File: config.mk
export PLATFORM = sky130hd
export DESIGN_NAME = sdh_evt_status
export DESIGN_NICKNAME = d
export VERILOG_FILES = /design/src/rtl/sdh_evt_pkg.sv /design/src/rtl/sdh_w1c_byte.sv /design/src/rtl/sdh_ctl_byte.sv /design/src/rtl/sdh_irq_merge.sv /design/src/rtl/sdh_evt_status.sv
export SDC_FILE = /design/constraint.sdc
export NUM_CORES = 1
export LEC_CHECK = 0
export BUFFER_PORTS_ARGS = -buffer_cell sky130_fd_sc_hd__clkbuf_2
export CORE_ASPECT_RATIO = 2
export CORE_MARGIN = 3
export CORE_UTILIZATION = 47
export DETAILED_ROUTE_END_ITERATION = 8
export PLACE_DENSITY = 0.74
export SYNTH_ARGS = -nofsm -noshare
export SYNTH_HDL_FRONTEND = slang
export SYNTH_SLANG_ARGS = --single-unit
File: constraint.sdc
create_clock -name clk -period 3.4 [get_ports clk]
set_input_delay 0.51 -clock clk [delete_from_list [all_inputs] [get_ports clk]]
set_output_delay 0.51 -clock clk [all_outputs]
set_load 0.005 [all_outputs]
File: src/rtl/sdh_evt_pkg.sv
package sdh_evt_pkg;

    localparam int BYTE_W = 8;
    localparam int ADDR_W = 8;
    localparam int N_GRP  = 2;

    localparam logic [ADDR_W-1:0] OFS_CTL_HI = 8'h0D;
    localparam logic [ADDR_W-1:0] OFS_MSK0   = 8'h24;
    localparam logic [ADDR_W-1:0] OFS_MSK1   = 8'h25;
    localparam logic [ADDR_W-1:0] OFS_ST0    = 8'h28;
    localparam logic [ADDR_W-1:0] OFS_ST1    = 8'h29;
    localparam logic [ADDR_W-1:0] OFS_ST2    = 8'h2A;

    // which positions latch events, which mask bits exist
    localparam logic [BYTE_W-1:0] STICKY0 = 8'hF0;
    localparam logic [BYTE_W-1:0] STICKY1 = 8'hFF;
    localparam logic [BYTE_W-1:0] MSKW0   = 8'hF0;
    localparam logic [BYTE_W-1:0] MSKW1   = 8'hFE;
    localparam logic [BYTE_W-1:0] CTLW    = 8'h80;
    localparam logic [BYTE_W-1:0] FRZW    = 8'h80;

    typedef enum logic [2:0] {
        SEL_NONE,
        SEL_CTL,
        SEL_MSK0,
        SEL_MSK1,
        SEL_ST0,
        SEL_ST1,
        SEL_ST2
    } reg_sel_e;

    typedef struct packed {
        logic wp;
        logic cd_dat3;
        logic cd_gpi;
        logic cmd_busy;
        logic dat_busy;
    } live_t;

    function automatic reg_sel_e decode_addr(input logic [ADDR_W-1:0] a);
        case (a)
            OFS_CTL_HI: return SEL_CTL;
            OFS_MSK0:   return SEL_MSK0;
            OFS_MSK1:   return SEL_MSK1;
            OFS_ST0:    return SEL_ST0;
            OFS_ST1:    return SEL_ST1;
            OFS_ST2:    return SEL_ST2;
            default:    return SEL_NONE;
        endcase
    endfunction

    function automatic logic [BYTE_W-1:0] pack_st0(input logic [BYTE_W-1:0] sticky,
                                                   input live_t lv);
        return {sticky[7:4], lv.cd_gpi, lv.cd_dat3, lv.wp, 1'b0};
    endfunction

    function automatic logic [BYTE_W-1:0] pack_st2(input logic frz, input live_t lv);
        return {frz, 1'b0, lv.dat_busy, lv.cmd_busy, 4'b0000};
    endfunction

endpackage

File: src/rtl/sdh_w1c_byte.sv
module sdh_w1c_byte
    import sdh_evt_pkg::*;
#(
    parameter logic [BYTE_W-1:0] KEEP = 8'hFF
) (
    input  logic              clk,
    input  logic              rst,
    input  logic              clr_en,
    input  logic [BYTE_W-1:0] clr_bits,
    input  logic [BYTE_W-1:0] set_bits,
    output logic [BYTE_W-1:0] q
);

    logic [BYTE_W-1:0] clr_eff;
    logic [BYTE_W-1:0] set_eff;

    always_comb begin
        clr_eff = clr_en ? clr_bits : '0;
        set_eff = set_bits & KEEP;
    end

    always_ff @(posedge clk) begin
        if (rst) q <= '0;
        else     q <= ((q & ~clr_eff) | set_eff) & KEEP;
    end

    a_r2_event_sets: assert property (@(posedge clk) disable iff (rst)
        (|(set_bits & KEEP)) |=> ((q & $past(set_bits & KEEP)) == $past(set_bits & KEEP)));

    a_r3_clear_ones: assert property (@(posedge clk) disable iff (rst)
        (clr_en && ((set_bits & KEEP) == '0)) |=> ((q & $past(clr_bits)) == '0));

    a_r3_idle_holds: assert property (@(posedge clk) disable iff (rst)
        (!clr_en && ((set_bits & KEEP) == '0)) |=> $stable(q));

    a_r4_event_wins: assert property (@(posedge clk) disable iff (rst)
        (clr_en && (|(clr_bits & set_bits & KEEP)))
        |=> ((q & $past(clr_bits & set_bits & KEEP)) == $past(clr_bits & set_bits & KEEP)));

endmodule

File: src/rtl/sdh_ctl_byte.sv
module sdh_ctl_byte
    import sdh_evt_pkg::*;
#(
    parameter logic [BYTE_W-1:0] WMASK = 8'hFF
) (
    input  logic              clk,
    input  logic              rst,
    input  logic              wr_en,
    input  logic [BYTE_W-1:0] wdata,
    output logic [BYTE_W-1:0] q
);

    always_ff @(posedge clk) begin
        if (rst)        q <= '0;
        else if (wr_en) q <= wdata & WMASK;
    end

    a_r7_hold_unwritten: assert property (@(posedge clk) disable iff (rst)
        !wr_en |=> $stable(q));

    a_r7_write_lands: assert property (@(posedge clk) disable iff (rst)
        wr_en |=> (q == ($past(wdata) & WMASK)));

endmodule

File: src/rtl/sdh_irq_merge.sv
module sdh_irq_merge
    import sdh_evt_pkg::*;
#(
    parameter int GRPS = N_GRP
) (
    input  logic                         clk,
    input  logic                         rst,
    input  logic [GRPS-1:0][BYTE_W-1:0]  stat,
    input  logic [GRPS-1:0][BYTE_W-1:0]  mask,
    input  logic                         gen_en,
    output logic                         irq
);

    logic [GRPS-1:0] grp_hit;
    logic            any_hit;

    for (genvar g = 0; g < GRPS; g++) begin : g_grp
        assign grp_hit[g] = |(stat[g] & mask[g]);
    end

    assign any_hit = |grp_hit;

    always_ff @(posedge clk) begin
        if (rst) irq <= 1'b0;
        else     irq <= gen_en & any_hit;
    end

    a_r8_gate_off: assert property (@(posedge clk) disable iff (rst)
        !gen_en |=> !irq);

    a_r9_raise: assert property (@(posedge clk) disable iff (rst)
        (gen_en && any_hit) |=> irq);

    a_r9_drop: assert property (@(posedge clk) disable iff (rst)
        !any_hit |=> !irq);

endmodule

File: src/rtl/sdh_evt_status.sv
module sdh_evt_status
    import sdh_evt_pkg::*;
(
    input  logic        clk,
    input  logic        rst,
    input  logic [7:0]  addr,
    input  logic        wr_en,
    input  logic        rd_en,
    input  logic [7:0]  wdata,
    output logic [7:0]  rdata,
    input  logic [3:0]  grp0_evt,
    input  logic [7:0]  grp1_evt,
    input  logic        wp_lvl,
    input  logic        cd_dat3_lvl,
    input  logic        cd_gpi_lvl,
    input  logic        cmd_busy_lvl,
    input  logic        dat_busy_lvl,
    output logic        clk_freeze_en,
    output logic        irq
);

    reg_sel_e          sel;
    live_t             lv;
    logic [BYTE_W-1:0] st0_q, st1_q, msk0_q, msk1_q, ctl_q, frz_q;
    logic [BYTE_W-1:0] rd_mux;
    logic [N_GRP-1:0][BYTE_W-1:0] st_vec, mk_vec;

    assign sel = decode_addr(addr);
    assign lv  = '{wp: wp_lvl, cd_dat3: cd_dat3_lvl, cd_gpi: cd_gpi_lvl,
                   cmd_busy: cmd_busy_lvl, dat_busy: dat_busy_lvl};

    sdh_w1c_byte #(.KEEP(STICKY0)) u_st0 (
        .clk(clk), .rst(rst),
        .clr_en(wr_en && sel == SEL_ST0), .clr_bits(wdata),
        .set_bits({grp0_evt, 4'b0000}), .q(st0_q)
    );

    sdh_w1c_byte #(.KEEP(STICKY1)) u_st1 (
        .clk(clk), .rst(rst),
        .clr_en(wr_en && sel == SEL_ST1), .clr_bits(wdata),
        .set_bits(grp1_evt), .q(st1_q)
    );

    sdh_ctl_byte #(.WMASK(MSKW0)) u_msk0 (
        .clk(clk), .rst(rst), .wr_en(wr_en && sel == SEL_MSK0),
        .wdata(wdata), .q(msk0_q)
    );

    sdh_ctl_byte #(.WMASK(MSKW1)) u_msk1 (
        .clk(clk), .rst(rst), .wr_en(wr_en && sel == SEL_MSK1),
        .wdata(wdata), .q(msk1_q)
    );

    sdh_ctl_byte #(.WMASK(CTLW)) u_ctl (
        .clk(clk), .rst(rst), .wr_en(wr_en && sel == SEL_CTL),
        .wdata(wdata), .q(ctl_q)
    );

    sdh_ctl_byte #(.WMASK(FRZW)) u_frz (
        .clk(clk), .rst(rst), .wr_en(wr_en && sel == SEL_ST2),
        .wdata(wdata), .q(frz_q)
    );

    assign st_vec = {st1_q, st0_q};
    assign mk_vec = {msk1_q, msk0_q};

    sdh_irq_merge #(.GRPS(N_GRP)) u_irq (
        .clk(clk), .rst(rst), .stat(st_vec), .mask(mk_vec),
        .gen_en(ctl_q[7]), .irq(irq)
    );

    assign clk_freeze_en = frz_q[7];

    always_comb begin
        unique case (sel)
            SEL_CTL:  rd_mux = ctl_q;
            SEL_MSK0: rd_mux = msk0_q;
            SEL_MSK1: rd_mux = msk1_q;
            SEL_ST0:  rd_mux = pack_st0(st0_q, lv);
            SEL_ST1:  rd_mux = st1_q;
            SEL_ST2:  rd_mux = pack_st2(frz_q[7], lv);
            default:  rd_mux = '0;
        endcase
        rdata = rd_en ? rd_mux : '0;
    end

    a_r11_quiet_bus: assert property (@(posedge clk) disable iff (rst)
        !rd_en |-> (rdata == '0));

    a_r5_live_st0: assert property (@(posedge clk) disable iff (rst)
        (rd_en && addr == OFS_ST0) |-> (rdata[3:1] == {cd_gpi_lvl, cd_dat3_lvl, wp_lvl}));

    a_r1_reset_irq: assert property (@(posedge clk)
        $past(rst) |-> !irq);

endmodule

# Word level (Yosys, flattened, before mapping)
# Cells that the tools add are included.
totals:
  regBits: 30
  in_bits: 37
  output_inout_bits: 10
  word_cells: 41
op_classes:
  eq_ne: 12
  mux: 5
  n_bitwise: 9
  n_reduce_logical: 7
ops:
  columns: ["cell", "n"]
  rows:
  - ["$pmux W8 S6", 1]
  - ["$eq A8 B6 Y1 const B", 5]
  - ["$and A8 B8 Y8", 4]
  - ["$mux W8", 3]
  - ["$pmux W3 S6", 1]
  - ["$not A8 Y8", 2]
  - ["$or A8 B8 Y8", 2]
  - ["$reduce_or A16 Y1", 1]
  - ["$eq A3 B3 Y1 const B", 3]
  - ["$eq A8 B4 Y1 const B", 1]
  - ["$eq A3 B2 Y1 const B", 2]
  - ["$logic_and A1 B1 Y1", 6]
  - ["$eq A3 B1 Y1 const B", 1]
  - ["$and A1 B1 Y1", 1]

# Longest topological paths before layout
logic_depth:
  word_depth: 8
  mapped_depth: 7
  mapped_depth_nobuf: 5

# Modules after synthesis
# Synthesis repeated with hierarchy kept, for this count alone.
hier_totals:
  cells_unflattened: 207
  area_unflattened_um2: 1810.5
by_module_without_submodules:
  columns: ["mod", "n_inst", "cells_each", "area_each_um2"]
  rows:
  - ["sdh_evt_status", 1, 77, 529.3]
  - ["sdh_w1c_byte at u_st1", 1, 34, 359.1]
  - ["sdh_ctl_byte at u_msk1", 1, 24, 259.0]
  - ["sdh_ctl_byte at u_ctl ...", 2, 11, 90.1]
  - ["sdh_w1c_byte at u_st0", 1, 21, 178.9]
  - ["sdh_ctl_byte at u_msk0", 1, 18, 173.9]
  - ["sdh_irq_merge", 1, 11, 130.1]

# Worst setup path before layout
# OpenSTA, ideal clock, no wires.
synth_path:
  kind: "input-to-output"
  start: "input addr[3]"
  end: "output rdata[6]"
  arrival_ns: 1.858
  t_required_ns: 2.890
  setup_slack_ns: 1.032
  path_stages: 6
  n_path_buf: 1
  cell_sequence: "clkbuf_1 > inv_1 > o21a_1 > nor2_1 > mux2_2 > a31oi_1"
synth_between:
  elab_chain_len: 5
synth_rtl:
  columns: ["item", "line", "rtl"]
  rows:
  - ["start: declaration", "sdh_evt_status.sv:6", "input logic [7:0] addr,"]
  - ["$eq A8 B6 Y1 or $eq A8 B4 Y1 (tied branches)", "sdh_evt_pkg.sv:41", "case (a)"]
  - ["$pmux W3 S6 (*)", "sdh_evt_pkg.sv:41", null]
  - ["$eq A3 B3 Y1, or another cell as far along", "sdh_evt_status.sv:75", "unique case (sel)"]
  - ["$pmux W8 S6 (*)", "sdh_evt_status.sv:75", null]
  - ["$mux W8 (*)", "sdh_evt_status.sv:84", "rdata = rd_en ? rd_mux : '0;"]
  - ["end: declaration", "sdh_evt_status.sv:10", "output logic [7:0] rdata,"]
# Mark *: on every way between the ends. The rest lies on a longest branch, timed or not.

# Worst setup path after layout
layout_path:
  start: "input addr[4]"
  end: "output rdata[6]"
# The elaborated chain is that of the path after synthesis.

==> out/summary.md <==
The post-synthesis area per instance is 7.93 um2. After clock tree synthesis, the repair step resized 0 gates. Derived from the worst setup path, the maximum achievable clock frequency is 354 MHz.

VDD sags by at most 0.000243 V. For the worst-skew pair, the clock arrives at the later sink with an insertion delay of 0.27 ns. The run finished with clean final reports. The number of setup buffers added after CTS is 0. The switching power total was 0.148 mW; the tightest slew margin relative to the limit was 0.512. Path class of the lowest-slack min-delay path: input pin to flop.

The floorplan step defined a die boundary enclosing 0.00402 mm2. The startpoint identified for the worst register-to-register timing path is u_st1.q[3]$_SDFF_PP0_. Counting every sink on the clock net gives 26. The post-synthesis sequential area ratio is 0.340, and the worst path arrival time is 2.31 ns. The starting density of the core is 0.502, and the final weighted congestion of routability-driven global placement is 0.876. For the antenna violation net count after detailed routing, the log shows 0. Initial antenna violation count: 0.

Aggregate global routing overflow: 0. STA classifies the critical path startpoint as an input pin. By area the synthesized netlist is led by sky130_fd_sc_hd__dfxtp_1 (34%), sky130_fd_sc_hd__a21oi_1 (7.5%), sky130_fd_sc_hd__mux2i_1 (5.9%).

In this run the worst path has a maximum fanout of 8. In this run the cell area of the synthesized design comes to 0.00153 mm2. 47 I/O pins were placed. For this run, the number of Yosys warnings is 0. The number of distinct standard cells referenced by the synthesized netlist was 41.

The switching share of power came out at 0.227. Summing all placed instances gives a cell area of 0.00176 mm2. The via count of the first global-routing pass is 1406. After clock tree synthesis, the clock-pin slew on the worst setup and hold paths is 0.09 ns. Across all register-to-register paths, the minimum setup slack is 2.16 ns. The longest clock path from root to sink contains 2 buffers. Top cell type's share of synthesized area: 0.340. The tools report the fraction of power consumed by sequential logic as 0.499. After the last flow step, the layout net total stands at 270. The worst setup path is captured at an output port. After synthesis the netlist holds a flip-flop and latch count of 26.

In this run the standard cell core region covers 0.00305 mm2. Final count of pins violating max slew: 0. The internal power of the cells totals 0.503 mW. The run gives 0 as the antenna diode count. For the number of rows in the core area, the log shows 28. Setup total negative slack on the finished layout was measured at 0 ns. The first global-routing pass estimated 6590 um of wire. The critical path is of the input pin to output port type. The hold-critical path depth came out at 3. The HPWL after detailed placement is 3250 um. When the netlist entered floorplanning its net count stood at 230. The final layout contains routed wiring with a total length of 4210 um.

The worst endpoint required time is 2.89 ns. For this design the static power due to leakage is 0.759 nW. The tools report the post-cts hold buffer count as 0.

The final-report setup violation count was 0; the detail-routed net length per standard cell was 16.1 um. The worst path in the final design needs a cycle of 2.82 ns, including I/O delays and setup. The layout overhead on the synthesized area is 19.4%.

The number of H-tree levels is 1. Setup repair after global routing left no endpoint under its margin. In this run the power density over the cells is 356 mW/mm2. Of all cell types, the one taking the most synthesized area is sky130_fd_sc_hd__dfxtp_1. For the maximum clock skew at final layout, the log shows 0.00597 ns. The startpoint of the most critical hold path was grp1_evt[0].

The instance count of the mapped netlist is 193. Reg-to-reg critical path endpoint: u_irq.irq$_SDFF_PP0_. The tools report the clock power share as 0.386. The number of buffers inserted by port buffering was 46.

The iteration-0 DRC count of the detailed router was 92. The post-route clock period utilization was 0.831. The share of cells above drive strength 1 works out to 0.272. Summing over every cut layer, the via total after detailed routing is 1606.

The die extent in x works out to 46.3 um. Summing all non-filler instances in the final layout gives an area of 0.00183 mm2. CTS placed an instance of sky130_fd_sc_hd__clkbuf_8 at the clock tree root. TritonCTS built the clock tree.

The die is 86.7 um tall. The actual slew at the worst max-slew pin was 0.726 ns. Part of the total power dissipated in combinational logic: 0.115. After detailed routing, the number of vias per cell comes to 6.13. The worst-case hold path end point was u_st1.q[0]$_SDFF_PP0_. For this run, the detailed router's first-pass iteration total came to 4. Counting the buffers created by CTS gives 3. The total routing resource utilization after global routing was 0.224; the logic depth of the worst register-to-register path was 4.

Entering global routing, the biggest net connects 27 pins. For this run, design rule violations remaining after detail routing come to 0. The tool flagged a number of max-cap violations equal to 0. The run gives 0 as the number of hold violations in the final report.
## sequential cells by signal, indices dropped and copies added (netlist names)
| register | cells |
|---|---|
| u_ctl.q | 1 |
| u_frz.q | 1 |
| u_st0.q | 4 |
| u_irq.irq | 1 |
| u_st1.q | 8 |
| u_msk1.q | 7 |
| u_msk0.q | 4 |
## power groups by stage
stage | Clock [mW] | Sequential (mW) | Combinational, mW
CTS | 0.258 | 0.324 | 0.0746
floorplan | 0 | 0.327 | 0.0397
global placement | 0 | 0.331 | 0.0728
global route | 0.267 | 0.325 | 0.0835
finish | 0.251 | 0.324 | 0.0749
detailed placement | 0 | 0.331 | 0.0739
## through the flow
stage	cells	utilization	setup WS (ns)	hold WS, ns	power [mW]
2_1_floorplan	193	-	1.03	0.448	0.366
3_3_place_gp	258	0.576	0.663	0.474	0.404
3_5_place_dp	258	0.576	0.608	0.476	0.405
4_1_cts	262	0.599	0.589	0.436	0.657
5_1_grt	262	0.599	0.403	0.450	0.676
6_report	262	0.599	0.576	0.441	0.650
## kinds of logic after synthesis
logic type	count (synthesis)	synth area share
muxes	12	0.0809
buffers and inverters	30	0.0769
xor gates and xnor gates	2	0.0114
and+or+nand+nor	69	0.270
AOI/OAI and AO/OA	54	0.221
DFF	26	0.340
## routing by layer
metal / vias up / track usage / part of all wire
li1: 768 / - / -
met1: 745 / 0.269 / 0.39
met2: 78 / 0.381 / 0.51
met3: 15 / 0.0187 / 0.060
met4: 0 / 0.106 / 0.038
met5: - / 0 / 0
## cell type report
cell class / count / area, um2
repair buffers: 47 / 238
clock buffers: 3 / 41.3
flip-flops and latches: 26 / 520
multi-input cells: 137 / 892
well taps: 30 / 37.5
inverters: 18 / 67.6
clock inverters: 1 / 30.0
fillers: 302 / 1220
## layout by cell type (no fill, tap or decap), drive strengths merged, types with 2 or more instances in the layout
master,instances
nand4b,2
o21ai,11
a31oi,2
and3b,2
a221oi,3
nor4,3
mux2i,9
clkbuf,49
nand3,7
nor2,15
nor4b,2
and3,3
a222oi,3
o211ai,5
nand2,21
and4,2
a32oi,2
mux2,3
nor2b,2
and2,2
a22o,2
nand4,3
inv,18
dfxtp,26
a21oi,23
## worst max-delay path, cell delays in order
cell	delay (ns)
sky130_fd_sc_hd__clkbuf_2	0.16
sky130_fd_sc_hd__nor4_4	0.28
sky130_fd_sc_hd__buf_4	0.19
sky130_fd_sc_hd__nand2_1	0.16
sky130_fd_sc_hd__nor2_1	0.32
sky130_fd_sc_hd__mux2_2	0.37
sky130_fd_sc_hd__a31oi_1	0.18
sky130_fd_sc_hd__clkbuf_2	0.14
## worst max-delay path by stage
stage	startpoint	to	slack [ns]	cells after the start
after CTS	addr[4]	rdata[6]	0.59	8
after global placement	addr[4]	rdata[6]	0.66	8
after floorplan	addr[3]	rdata[6]	1.03	6
final	addr[4]	rdata[6]	0.58	8
after detailed placement	addr[4]	rdata[6]	0.61	8
after global routing	addr[4]	rdata[6]	0.40	8
## cell usage after synthesis (all sizes together)
cell and count:
dfxtp 26, a21oi 23, nand2 21, inv 18, nor2 15, o21ai 11
mux2i 9, clkbuf 7, nand3 7, buf 5, o211ai 5, a221oi 3
a222oi 3, and3 3, mux2 3, nand4 3, nor4 3, a22o 2
a31oi 2, a32oi 2, and2 2, and3b 2, and4 2, nand4b 2
nor2b 2, nor4b 2, a21bo 1, nand3b 1, nor3 1, nor3b 1
nor4bb 1, o2111ai 1, o21a 1, or2 1, xnor2 1, xor2 1
Power figures use the tool's default switching activity.
